[config.mk]
export PLATFORM = sky130hd
export DESIGN_NAME = acc_id_ramp
export DESIGN_NICKNAME = d
export VERILOG_FILES = /design/src/rtl/acc_id_pkg.sv /design/src/rtl/acc_id_decode.sv /design/src/rtl/acc_id_switch_sel.sv /design/src/rtl/acc_id_wait_timer.sv /design/src/rtl/acc_id_ctl.sv /design/src/rtl/acc_id_ramp.sv
export SDC_FILE = /design/constraint.sdc
export NUM_CORES = 1
export LEC_CHECK = 0
export BUFFER_PORTS_ARGS = -buffer_cell sky130_fd_sc_hd__buf_2
export CAP_MARGIN = 20
export CORE_MARGIN = 5
export CORE_UTILIZATION = 40
export DETAILED_ROUTE_END_ITERATION = 16
export SYNTH_ARGS = -nofsm -noshare
export SYNTH_HDL_FRONTEND = slang
export SYNTH_SLANG_ARGS = --single-unit
[constraint.sdc]
create_clock -name clk -period 2.2 [get_ports clk]
set_input_delay 0.44 -clock clk [delete_from_list [all_inputs] [get_ports clk]]
set_output_delay 0.44 -clock clk [all_outputs]
set_load 0.05 [all_outputs]
[src/rtl/acc_id_pkg.sv]
package acc_id_pkg;

    localparam int ID_W = 5;
    localparam logic [ID_W-1:0] ID_MAX = '1;
    localparam logic [ID_W-1:0] ID_ONE = ID_W'(1);

    // manual selector values for one data line
    localparam logic [2:0] MSEL_HS   = 3'b001;
    localparam logic [2:0] MSEL_UART = 3'b011;

    typedef enum logic [2:0] {
        ST_IDLE   = 3'd0,
        ST_RAMP   = 3'd1,
        ST_WAIT   = 3'd2,
        ST_LINK   = 3'd3,
        ST_RESCAN = 3'd4
    } acc_state_e;

    typedef enum logic [4:0] {
        CL_NONE          = 5'd0,
        CL_OTG           = 5'd1,
        CL_UNKNOWN       = 5'd2,
        CL_AUDIO3        = 5'd3,
        CL_RESERVED      = 5'd4,
        CL_AUDIO2        = 5'd5,
        CL_PPD           = 5'd6,
        CL_TTY           = 5'd7,
        CL_UART          = 5'd8,
        CL_CHARGER       = 5'd9,
        CL_FAC_USB       = 5'd10,
        CL_FAC_USB_BOOT  = 5'd11,
        CL_AV            = 5'd12,
        CL_FAC_UART      = 5'd13,
        CL_FAC_UART_BOOT = 5'd14,
        CL_HEADSET       = 5'd15,
        CL_NO_ID         = 5'd16
    } acc_class_e;

    typedef struct packed {
        logic dp_hs;
        logic dm_hs;
        logic dp_uart;
        logic dm_uart;
        logic jig;
        logic boot;
    } sw_set_t;

endpackage

[src/rtl/acc_id_decode.sv]
module acc_id_decode
    import acc_id_pkg::*;
(
    input  logic [ID_W-1:0] code_i,
    output acc_class_e      class_o,
    output sw_set_t         sw_o
);

    always_comb begin
        unique case (code_i)
            5'b00000:                             class_o = CL_OTG;
            5'b01110:                             class_o = CL_AUDIO3;
            5'b01111, 5'b10000, 5'b10001, 5'b10010: class_o = CL_RESERVED;
            5'b10011:                             class_o = CL_AUDIO2;
            5'b10100:                             class_o = CL_PPD;
            5'b10101:                             class_o = CL_TTY;
            5'b10110:                             class_o = CL_UART;
            5'b10111, 5'b11011:                   class_o = CL_CHARGER;
            5'b11000:                             class_o = CL_FAC_USB;
            5'b11001:                             class_o = CL_FAC_USB_BOOT;
            5'b11010:                             class_o = CL_AV;
            5'b11100:                             class_o = CL_FAC_UART;
            5'b11101:                             class_o = CL_FAC_UART_BOOT;
            5'b11110:                             class_o = CL_HEADSET;
            5'b11111:                             class_o = CL_NO_ID;
            default:                              class_o = CL_UNKNOWN;
        endcase
    end

    always_comb begin
        sw_o = '0;
        unique case (class_o)
            CL_OTG, CL_CHARGER, CL_FAC_USB: begin
                sw_o.dp_hs = 1'b1;
                sw_o.dm_hs = 1'b1;
                sw_o.jig   = (class_o == CL_FAC_USB);
            end
            CL_FAC_USB_BOOT: begin
                sw_o.dp_hs = 1'b1;
                sw_o.dm_hs = 1'b1;
                sw_o.jig   = 1'b1;
                sw_o.boot  = 1'b1;
            end
            CL_PPD, CL_UART, CL_FAC_UART: begin
                sw_o.dp_uart = 1'b1;
                sw_o.dm_uart = 1'b1;
                sw_o.jig     = (class_o == CL_FAC_UART);
            end
            CL_FAC_UART_BOOT: begin
                sw_o.dp_uart = 1'b1;
                sw_o.dm_uart = 1'b1;
                sw_o.jig     = 1'b1;
                sw_o.boot    = 1'b1;
            end
            default: sw_o = '0;
        endcase
    end

endmodule

[src/rtl/acc_id_switch_sel.sv]
module acc_id_switch_sel
    import acc_id_pkg::*;
(
    input  logic    sw_enable_i,
    input  logic    auto_sw_i,
    input  logic [2:0] man_dp_sel_i,
    input  logic [2:0] man_dm_sel_i,
    input  sw_set_t auto_set_i,
    output sw_set_t sw_o
);

    always_comb begin
        sw_o = '0;
        if (!sw_enable_i) begin
            sw_o = '0;
        end else if (auto_sw_i) begin
            sw_o = auto_set_i;
        end else begin
            sw_o.dp_hs   = (man_dp_sel_i == MSEL_HS);
            sw_o.dp_uart = (man_dp_sel_i == MSEL_UART);
            sw_o.dm_hs   = (man_dm_sel_i == MSEL_HS);
            sw_o.dm_uart = (man_dm_sel_i == MSEL_UART);
        end
    end

endmodule

[src/rtl/acc_id_wait_timer.sv]
module acc_id_wait_timer #(
    parameter int UNIT_CYC = 4,
    parameter int SEL_MAX  = 10,
    parameter int SEL_W    = 4
) (
    input  logic             clk,
    input  logic             rst_n,
    input  logic             run_i,
    input  logic [SEL_W-1:0] sel_i,
    output logic             done_o
);

    localparam int LONGEST = UNIT_CYC * (1 + 2 * SEL_MAX);
    localparam int CNT_W   = $clog2(LONGEST + 1);

    logic [CNT_W-1:0] cnt_q;
    logic [CNT_W-1:0] limit;
    int               sel_eff;

    always_comb begin
        sel_eff = 32'(sel_i);
        if (sel_eff > SEL_MAX) begin
            sel_eff = SEL_MAX;
        end
        limit = CNT_W'(UNIT_CYC * (1 + 2 * sel_eff) - 1);
    end

    assign done_o = run_i && (cnt_q == limit);

    always_ff @(posedge clk or negedge rst_n) begin
        if (!rst_n) begin
            cnt_q <= '0;
        end else if (run_i) begin
            cnt_q <= cnt_q + CNT_W'(1);
        end else begin
            cnt_q <= '0;
        end
    end

endmodule

[src/rtl/acc_id_ctl.sv]
module acc_id_ctl
    import acc_id_pkg::*;
#(
    parameter int SETTLE_CYC = 3
) (
    input  logic            clk,
    input  logic            rst_n,
    input  logic            present_i,
    input  logic            vbus_i,
    input  logic            cmp_i,
    input  logic            raw_mode_i,
    input  logic            wait_done_i,
    input  acc_class_e      class_i,
    input  sw_set_t         sw_i,
    output logic            waiting_o,
    output logic [ID_W-1:0] ref_code_o,
    output logic [ID_W-1:0] id_code_o,
    output logic            code_valid_o,
    output acc_class_e      class_o,
    output sw_set_t         sw_o,
    output logic            reserved_o,
    output logic            chg_det_o,
    output logic            attach_o,
    output logic            detach_o,
    output logic            adc_chg_o
);

    localparam int SET_W = (SETTLE_CYC > 1) ? $clog2(SETTLE_CYC) : 1;
    localparam logic [SET_W-1:0] SET_LAST = SET_W'(SETTLE_CYC - 1);

    acc_state_e      state_q, state_d;
    logic            pres_q;
    logic [SET_W-1:0] settle_q;
    logic [ID_W-1:0] ref_q;
    logic [ID_W-1:0] id_q;
    logic            valid_q;

    logic attach_evt, detach_evt, step_end, hit, scanning, linked;

    assign attach_evt = present_i && !pres_q;
    assign detach_evt = !present_i && pres_q;
    assign scanning   = (state_q == ST_RAMP) || (state_q == ST_RESCAN);
    assign linked     = (state_q == ST_LINK) || (state_q == ST_RESCAN);
    assign step_end   = scanning && (settle_q == SET_LAST);
    assign hit        = step_end && (cmp_i || (ref_q == ID_MAX));
    assign waiting_o  = (state_q == ST_WAIT);

    // next-state logic
    always_comb begin
        state_d = state_q;
        if (detach_evt) begin
            state_d = ST_IDLE;
        end else begin
            unique case (state_q)
                ST_IDLE:   if (attach_evt)  state_d = ST_RAMP;
                ST_RAMP:   if (hit)         state_d = ST_WAIT;
                ST_WAIT:   if (wait_done_i) state_d = ST_LINK;
                ST_LINK:   if (raw_mode_i)  state_d = ST_RESCAN;
                ST_RESCAN: if (hit)         state_d = ST_LINK;
                default:                    state_d = ST_IDLE;
            endcase
        end
    end

    // state register
    always_ff @(posedge clk or negedge rst_n) begin
        if (!rst_n) begin
            state_q <= ST_IDLE;
        end else begin
            state_q <= state_d;
        end
    end

    // ramp datapath and latch
    always_ff @(posedge clk or negedge rst_n) begin
        if (!rst_n) begin
            pres_q   <= 1'b0;
            settle_q <= '0;
            ref_q    <= '0;
            id_q     <= ID_MAX;
            valid_q  <= 1'b0;
        end else begin
            pres_q <= present_i;
            if (detach_evt) begin
                settle_q <= '0;
                ref_q    <= '0;
                id_q     <= ID_MAX;
                valid_q  <= 1'b0;
            end else if (scanning) begin
                if (step_end) begin
                    settle_q <= '0;
                    if (hit) begin
                        id_q    <= ref_q;
                        valid_q <= 1'b1;
                    end else begin
                        ref_q <= ref_q + ID_ONE;
                    end
                end else begin
                    settle_q <= settle_q + SET_W'(1);
                end
            end else if ((state_q == ST_IDLE && attach_evt) ||
                         (state_q == ST_LINK && raw_mode_i)) begin
                settle_q <= '0;
                ref_q    <= '0;
            end
        end
    end

    // output register
    always_ff @(posedge clk or negedge rst_n) begin
        if (!rst_n) begin
            class_o    <= CL_NONE;
            sw_o       <= '0;
            reserved_o <= 1'b0;
            chg_det_o  <= 1'b0;
            attach_o   <= 1'b0;
            detach_o   <= 1'b0;
            adc_chg_o  <= 1'b0;
        end else begin
            attach_o  <= attach_evt;
            detach_o  <= detach_evt;
            adc_chg_o <= !detach_evt && (state_q == ST_RESCAN) && hit && (ref_q != id_q);
            if (detach_evt || !linked) begin
                class_o    <= CL_NONE;
                sw_o       <= '0;
                reserved_o <= 1'b0;
                chg_det_o  <= 1'b0;
            end else begin
                class_o    <= class_i;
                sw_o       <= sw_i;
                reserved_o <= (class_i == CL_RESERVED);
                chg_det_o  <= (class_i == CL_NO_ID) && vbus_i;
            end
        end
    end

    assign ref_code_o   = ref_q;
    assign id_code_o    = id_q;
    assign code_valid_o = valid_q;

endmodule

[src/rtl/acc_id_ramp.sv]
module acc_id_ramp
    import acc_id_pkg::*;
#(
    parameter int SETTLE_CYC    = 3,
    parameter int WAIT_UNIT_CYC = 4,
    parameter int WAIT_SEL_MAX  = 10
) (
    input  logic       clk,
    input  logic       rst_n,
    input  logic       acc_present_i,
    input  logic       vbus_i,
    input  logic       cmp_i,
    input  logic       raw_mode_i,
    input  logic       auto_sw_i,
    input  logic       sw_enable_i,
    input  logic [2:0] man_dp_sel_i,
    input  logic [2:0] man_dm_sel_i,
    input  logic [3:0] wait_sel_i,
    output logic [4:0] ref_code_o,
    output logic [4:0] id_code_o,
    output logic       code_valid_o,
    output logic [4:0] dev_class_o,
    output logic       reserved_o,
    output logic       chg_det_o,
    output logic       sw_dp_hs_o,
    output logic       sw_dm_hs_o,
    output logic       sw_dp_uart_o,
    output logic       sw_dm_uart_o,
    output logic       sw_jig_o,
    output logic       sw_boot_o,
    output logic       attach_o,
    output logic       detach_o,
    output logic       adc_chg_o
);

    logic       waiting, wait_done;
    acc_class_e dec_class, class_q;
    sw_set_t    auto_set, sel_set, sw_q;

    acc_id_ctl #(
        .SETTLE_CYC (SETTLE_CYC)
    ) u_ctl (
        .clk          (clk),
        .rst_n        (rst_n),
        .present_i    (acc_present_i),
        .vbus_i       (vbus_i),
        .cmp_i        (cmp_i),
        .raw_mode_i   (raw_mode_i),
        .wait_done_i  (wait_done),
        .class_i      (dec_class),
        .sw_i         (sel_set),
        .waiting_o    (waiting),
        .ref_code_o   (ref_code_o),
        .id_code_o    (id_code_o),
        .code_valid_o (code_valid_o),
        .class_o      (class_q),
        .sw_o         (sw_q),
        .reserved_o   (reserved_o),
        .chg_det_o    (chg_det_o),
        .attach_o     (attach_o),
        .detach_o     (detach_o),
        .adc_chg_o    (adc_chg_o)
    );

    acc_id_wait_timer #(
        .UNIT_CYC (WAIT_UNIT_CYC),
        .SEL_MAX  (WAIT_SEL_MAX),
        .SEL_W    (4)
    ) u_timer (
        .clk    (clk),
        .rst_n  (rst_n),
        .run_i  (waiting),
        .sel_i  (wait_sel_i),
        .done_o (wait_done)
    );

    acc_id_decode u_decode (
        .code_i  (id_code_o),
        .class_o (dec_class),
        .sw_o    (auto_set)
    );

    acc_id_switch_sel u_sel (
        .sw_enable_i  (sw_enable_i),
        .auto_sw_i    (auto_sw_i),
        .man_dp_sel_i (man_dp_sel_i),
        .man_dm_sel_i (man_dm_sel_i),
        .auto_set_i   (auto_set),
        .sw_o         (sel_set)
    );

    assign dev_class_o  = class_q;
    assign sw_dp_hs_o   = sw_q.dp_hs;
    assign sw_dm_hs_o   = sw_q.dm_hs;
    assign sw_dp_uart_o = sw_q.dp_uart;
    assign sw_dm_uart_o = sw_q.dm_uart;
    assign sw_jig_o     = sw_q.jig;
    assign sw_boot_o    = sw_q.boot;

endmodule

* Word level (Yosys, flattened, before mapping)
Memories as Yosys holds them, arrays and structs flattened.
Cells that the tools add are included.
** Operators by class
- $add $sub $neg :: 5
- Reductions and logical operators :: 33
- Shift-type cells :: 0
- Divide/modulo/power cells :: 0
- Bitwise operators :: 0
- Magnitude comparators :: 1
- Mux-type cells :: 37
- Eq/ne operators :: 29
- $mul :: 0
** Operators with widths (number)
- $mux W5 :: 10
- $eq A5 B4 Y1 const B :: 6
- $mux W3 :: 6
- $pmux W3 S5 :: 1
- $mux W2 :: 7
- $eq A3 B2 Y1 const B :: 4
- $mux W6 :: 2
- $ne A3 B1 Y1 const B :: 4
- $logic_and A1 B1 Y1 :: 11
- $eq A5 B3 Y1 const B :: 2
- $eq A5 B5 Y1 const B :: 2
- $eq A3 B1 Y1 const B :: 3
- $mux W4 :: 2
- $reduce_or A4 Y1 :: 2
- $add A7 B1 Y7 const B :: 1
- $eq A7 B7 Y1 :: 1
- $mux W1 :: 7
- $mux W7 :: 1
- $sub A7 B2 Y7 const B :: 1
- $ne A3 B2 Y1 const B :: 2
- $reduce_and A3 Y1 :: 2
- $reduce_bool A2 Y1 :: 3
- $reduce_or A3 Y1 :: 2
- $add A1 B5 Y5 const A :: 1
- other kinds (15) :: 22
** Word-level totals
- Memory bits (writable) :: 0
- Bits in latches :: 0
- Register bits :: 40
- Memories kept :: 1
- Memory bits (read-only) :: 160
- Logic and storage cells :: 125
- Input bits :: 18
- Output and inout port bits :: 27
** Memories
- (no name shown) :: words 32, width 5, rd ports 1, clocked after memory_dff 0, wr ports 0, RTL line acc_id_decode.sv:10 : unique case (code_i)

* Longest topological paths before layout
- Depth after elaboration :: 9
- Depth in mapped cells :: 9
- Mapped depth without buffers :: 9

* Hierarchy
From an unflattened synthesis, not the netlist that was laid out.
** Second synthesis, totals
- Cells, all modules :: 252
- Area, all modules :: 2536.2 um2
** By module, submodules not included
- acc_id_ctl :: instances 1, area an instance 1625.3 um2, cells an instance 137
- acc_id_decode :: instances 1, area an instance 415.4 um2, cells an instance 59
- acc_id_wait_timer :: instances 1, area an instance 381.6 um2, cells an instance 41
- acc_id_switch_sel :: instances 1, area an instance 113.9 um2, cells an instance 15

* Least setup slack after synthesis
Ideal clock, no wire load.
- Path kind :: register -> register
- Start point :: reg u_ctl.id_q[1], in the netlist u_ctl.id_code_o[1]
- End point :: reg u_ctl.sw_o[2] (netlist bit)
- Arrival time :: 2372 ps
- Stages on the path, launching flop included :: 10
- Required time :: 2114 ps
- Path buffers :: 1
- Setup slack :: -258 ps
- Cell sequence :: dfstp_2 -> buf_2 -> inv_1 -> ha_1 -> nand2b_1 -> a311o_1 -> nor3b_2 -> mux2i_1 -> o2111a_1 -> nor3_1
** On the way
- Word-level cells in the longest chain between the ends :: 7
- Elaborated cells between the ends (all ways) :: 10
** RTL lines
- start: declaration :: RTL line acc_id_ctl.sv:35 : logic [ID_W-1:0] id_q;
- start signal: assignment :: RTL line acc_id_ctl.sv:93 : id_q <= ref_q;
- $mem_v2 Z32 W5 (*)
- $eq A5 B3 Y1 / $eq A5 B4 Y1 (equally long branches) :: RTL line acc_id_decode.sv:32 : unique case (class_o)
- $reduce_or A4 Y1 (no source line) (*)
- $mux W2 (*) :: RTL line acc_id_decode.sv:32
- $mux W4 (*) :: RTL line acc_id_switch_sel.sv:16 : end else if (auto_sw_i) begin
- $mux W6 (*) :: RTL line acc_id_switch_sel.sv:14 : if (!sw_enable_i) begin
- $mux W6 (*) :: RTL line acc_id_ctl.sv:123 : if (detach_evt || !linked) begin
- end signal: assignment :: RTL line acc_id_ctl.sv:130 : sw_o <= sw_i;
- end: declaration :: RTL line acc_id_ctl.sv:20 : output sw_set_t sw_o,
Every way passes the cells marked *; elsewhere a longest branch is shown, timed or not.
A chain may end at the register's enable or synchronous reset.

* Worst setup path after layout
- Start point :: reg u_ctl.id_q[0], in the netlist u_ctl.id_code_o[0]
- End point :: reg u_ctl.sw_o[3] (netlist bit)
The elaborated chain is that of the path after synthesis.

==> summary.md <==
| Metric | Value |
|---|---|
| Initial DRC count | 73 |
| Ant diodes | 0 |
| Rows | 27 |
| Setup slack after layout | -0.008591 ns |
| Clock Pin Slew Worst Setup and Hold Paths | roughly 0.07 ns |
| Final setup viols | 1 |
| Die Ht | roughly 85 um |
| Placed insts | around 360 |
| HPWL after DPL | 3626 um |
| Nets@finish | 320 |
| Post-layout min period | 2.209 ns |
| Maxcap violations | 0 |
| DR vias | ~1900 |
| Req. time, crit path | around 2.4 ns |
| Antenna violations before repair | 0 |
| Pleak | 0.001347 uW |
| Die span in x | roughly 85 um |
| Grt ovf | 0 |
| Die footprint | ~0.0072 mm^2 |
| Hold-fix buffers at CTS | 0 |
| Result of the run | finished with violations |
| Syn nets | around 260 |
| Endpoints failing hold | 0 |
| Initial Util | 40.76% |
| Routability congestion estimate | 0.7978 |
| Area share of fa/ha/maj cells after synthesis | 3.926% |
| Predominant post-synthesis flop cell | dfrtp_1 |
| CP Class | flop to flop |
| Largest net degree at the start of global routing | 41 |
| Clock Skews | 0.006079 ns |
| Final period util | 100.4% |
| CP startpoint kind | flop |
| GRT Total Usage | ~15% |
| Fin cells | roughly 370 |
| Switching power | around 1300 uW |
| CTS buffer count | 5 |
| Via density | 5.207 |
| Seq cells post-synth | 40 |
| Drt total wl | between 4000 and 5000 um |
| Clock power frac | 20.7% |
| Asr flop ratio synth | 100.0% |
| Seq/Total Area, Yosys | between 40% and 50% |
| Measured slew at the worst slew-check pin | around 0.49 ns |
| Number of port buffers | between 40 and 50 |
| Power Density | about 1100 mW/mm^2 |
| Synth Area in Compound Gates | approximately 17% |
| Main combinational cell family by area after synthesis | simple AND/OR/NAND/NOR gates |
| Post-synthesis mux area share | roughly 1.1% |
| Fraction of layout cells with a size suffix above 1 | 29.73% |
| Core area | roughly 0.0055 mm^2 |
| Unrepaired setup endpoints after global routing | true |
| CP arrival | approximately 2.4 ns |
| Clock Path Buffers | 2 |
| Max VDD drop | between 500 and 600 uV |
| Slew margin rel. | approximately two thirds |
| Synth Warn # | 0 |
| Fmax | around 450 MHz |
| CTS root buf | clkbuf_8 |
| Sw Share | about two fifths |
| DR DRC count | 0 |
| Dpl ws | -0.02095 ns |
| Mapped Area | 0.002231 mm^2 |
| # clock sinks | 40 |
| ANT nets after route | 0 |
| Unique masters post-synth | 52 |
| H-tree depth | 2 |
| Layout area overhead | 25.07% |
| Max Fanout on Critical Path | 4 |
| Failing checks | setup timing |
| Xor/xnor share of the synthesized area | about 5.5% |
| Logic gate share of total power | 48.7% |
| Avg Inst Size Synth | a little over 9 um^2 |
| Io pins | 45 |
| Cells after Synth | between 200 and 250 |
| EDFF count, synth | 0 |
| First-pass GRT wire length | 8452 um |
| Worst hold slack | ~0.19 ns |
| Sequential share of power | 30.6% |
| Crit. End Element | flop |
| Later-pin clock latency in the skew report | around 0.30 ns |
| First-pass detailed-route iteration total | 4 |
| Synth Area in Simple Gates | approximately a quarter |
| Setup TNS | -0.008591 ns |
| Final Max Tran Viols | 0 |
| CTS tree | yes |
| Vias in the first global route | approximately 1800 |
| Routed WL per cell | 13.27 um |
| P_int | around 1900 uW |
| FILL cells | 518 |
| Worst Hold Class | input port to async pin |
==> worst max-delay path, cell delays in order (launching register included) <==
cell and delay [ns]:
dfstp_4 0.63, inv_4 0.04, ha_4 0.22, nand2b_4 0.13
a311o_1 0.41, nor3b_2 0.19, mux2i_1 0.09, o2111a_2 0.29
nor3_2 0.14
==> cell usage after synthesis (5+ instances only) <==
library cell	number	area share (%)
and3_1	5	1.4
nand3_1	15	3.4
nand2_1	19	3.2
a21oi_1	12	2.7
xor2_1	7	2.7
inv_1	9	1.5
nor3_1	9	2.0
nor2_1	29	4.9
xnor2_1	7	2.7
clkbuf_1	5	0.84
ha_1	7	3.9
dfstp_2	5	5.9
o22a_1	6	2.4
o21ai_0	8	1.8
dfrtp_1	35	39
==> area by class of cell <==
type	count	area (um^2)	area share [%]
flip-flops and latches	40	1015	36.37
repair buffers	59	336.6	12.06
multi-input cells	180	1186	42.51
clock buffers	7	96.34	3.453
clock inverters	1	30.03	1.076
inverters	9	36.28	1.300
well taps	72	90.09	3.229
==> final timing paths <==
check / start / end / slack [ns] / depth (start not counted)
max: u_ctl.id_code_o[0]$_DFFE_PN1P_ / u_ctl.sw_o[3]$_DFF_PN0_ / -0.009 / 8
min: rst_n / u_timer.cnt_q[6]$_DFF_PN0_ / 0.19 / 2
max reg2reg: u_ctl.id_code_o[0]$_DFFE_PN1P_ / u_ctl.sw_o[3]$_DFF_PN0_ / -0.009 / 8
min reg2reg: u_ctl.pres_q$_DFF_PN0_ / u_ctl.state_q[0]$_DFFE_PN0P_ / 0.47 / 1
max in group asynchronous: rst_n / u_ctl.id_code_o[0]$_DFFE_PN1P_ / 1.66 / 2
min in group clk: acc_present_i / u_ctl.pres_q$_DFF_PN0_ / 0.30 / 1
==> cells by family (layout without fill, tap and decap cells) <==
| group | after synthesis | after routing |
|---|---|---|
| muxes | 2 | 2 |
| buffers and inverters | 19 | 76 |
| xor gates and xnor gates | 14 | 14 |
| adders and majority gates | 7 | 7 |
| and+or+nand+nor | 104 | 104 |
| DFF | 40 | 40 |
| AOI/OAI and AO/OA | 53 | 53 |
==> power by group through the flow <==
stage                     Clock (uW)  Combinational (uW)  Sequential, uW
after CTS                        676                1430             972
final                            662                1560             981
after global routing             701                1710            1000
after global placement             0                1420             983
after detailed placement           0                1430             986
after floorplan                    0                 949            1110
==> layout by cell type, fill, tap and decap left out, types with 7 or more instances in the layout <==
cell type,instances
nand3_1,15
a21oi_1,12
xor2_1,7
buf_2,44
xnor2_1,7
clkbuf_8,7
nand2_1,19
o21ai_0,7
nor2_1,29
inv_1,7
dfrtp_1,35
nor3_1,7
buf_4,14
==> metrics by stage <==
| step | utilization [%] | power [uW] | instance area (um^2) |
|---|---|---|---|
| after detailed placement | 47.44 | 2413 | 2596 |
| after global placement | 47.44 | 2401 | 2596 |
| final | 50.98 | 3203 | 2790 |
| after floorplan | - | 2064 | 2245 |
| after CTS | 49.75 | 3079 | 2723 |
| after global routing | 50.98 | 3416 | 2790 |
==> state kept, by name, summed over array words and instances (netlist names), 2 cells and up <==
signal	cells
u_ctl.ref_code_o	5
u_ctl.state_q	3
u_ctl.class_o	5
u_ctl.settle_q	2
u_ctl.id_code_o	5
u_ctl.sw_o	6
u_timer.cnt_q	7
==> per-layer routing <==
metal | global-route usage (%) | part of all wire [%]
met2 | 22.85 | 45
met5 | 0 | 0
met4 | 5.755 | 2.3
met3 | 4.711 | 5.9
met1 | 18.60 | 46
==> repair_timing <==
action                     4_1_cts  5_1_grt
setup buffers                    0        2
pin swaps                        2        7
resized for setup                0       11
setup endpoints to repair        2        6
cloned                           0        0
Power figures use the tool's default switching activity.
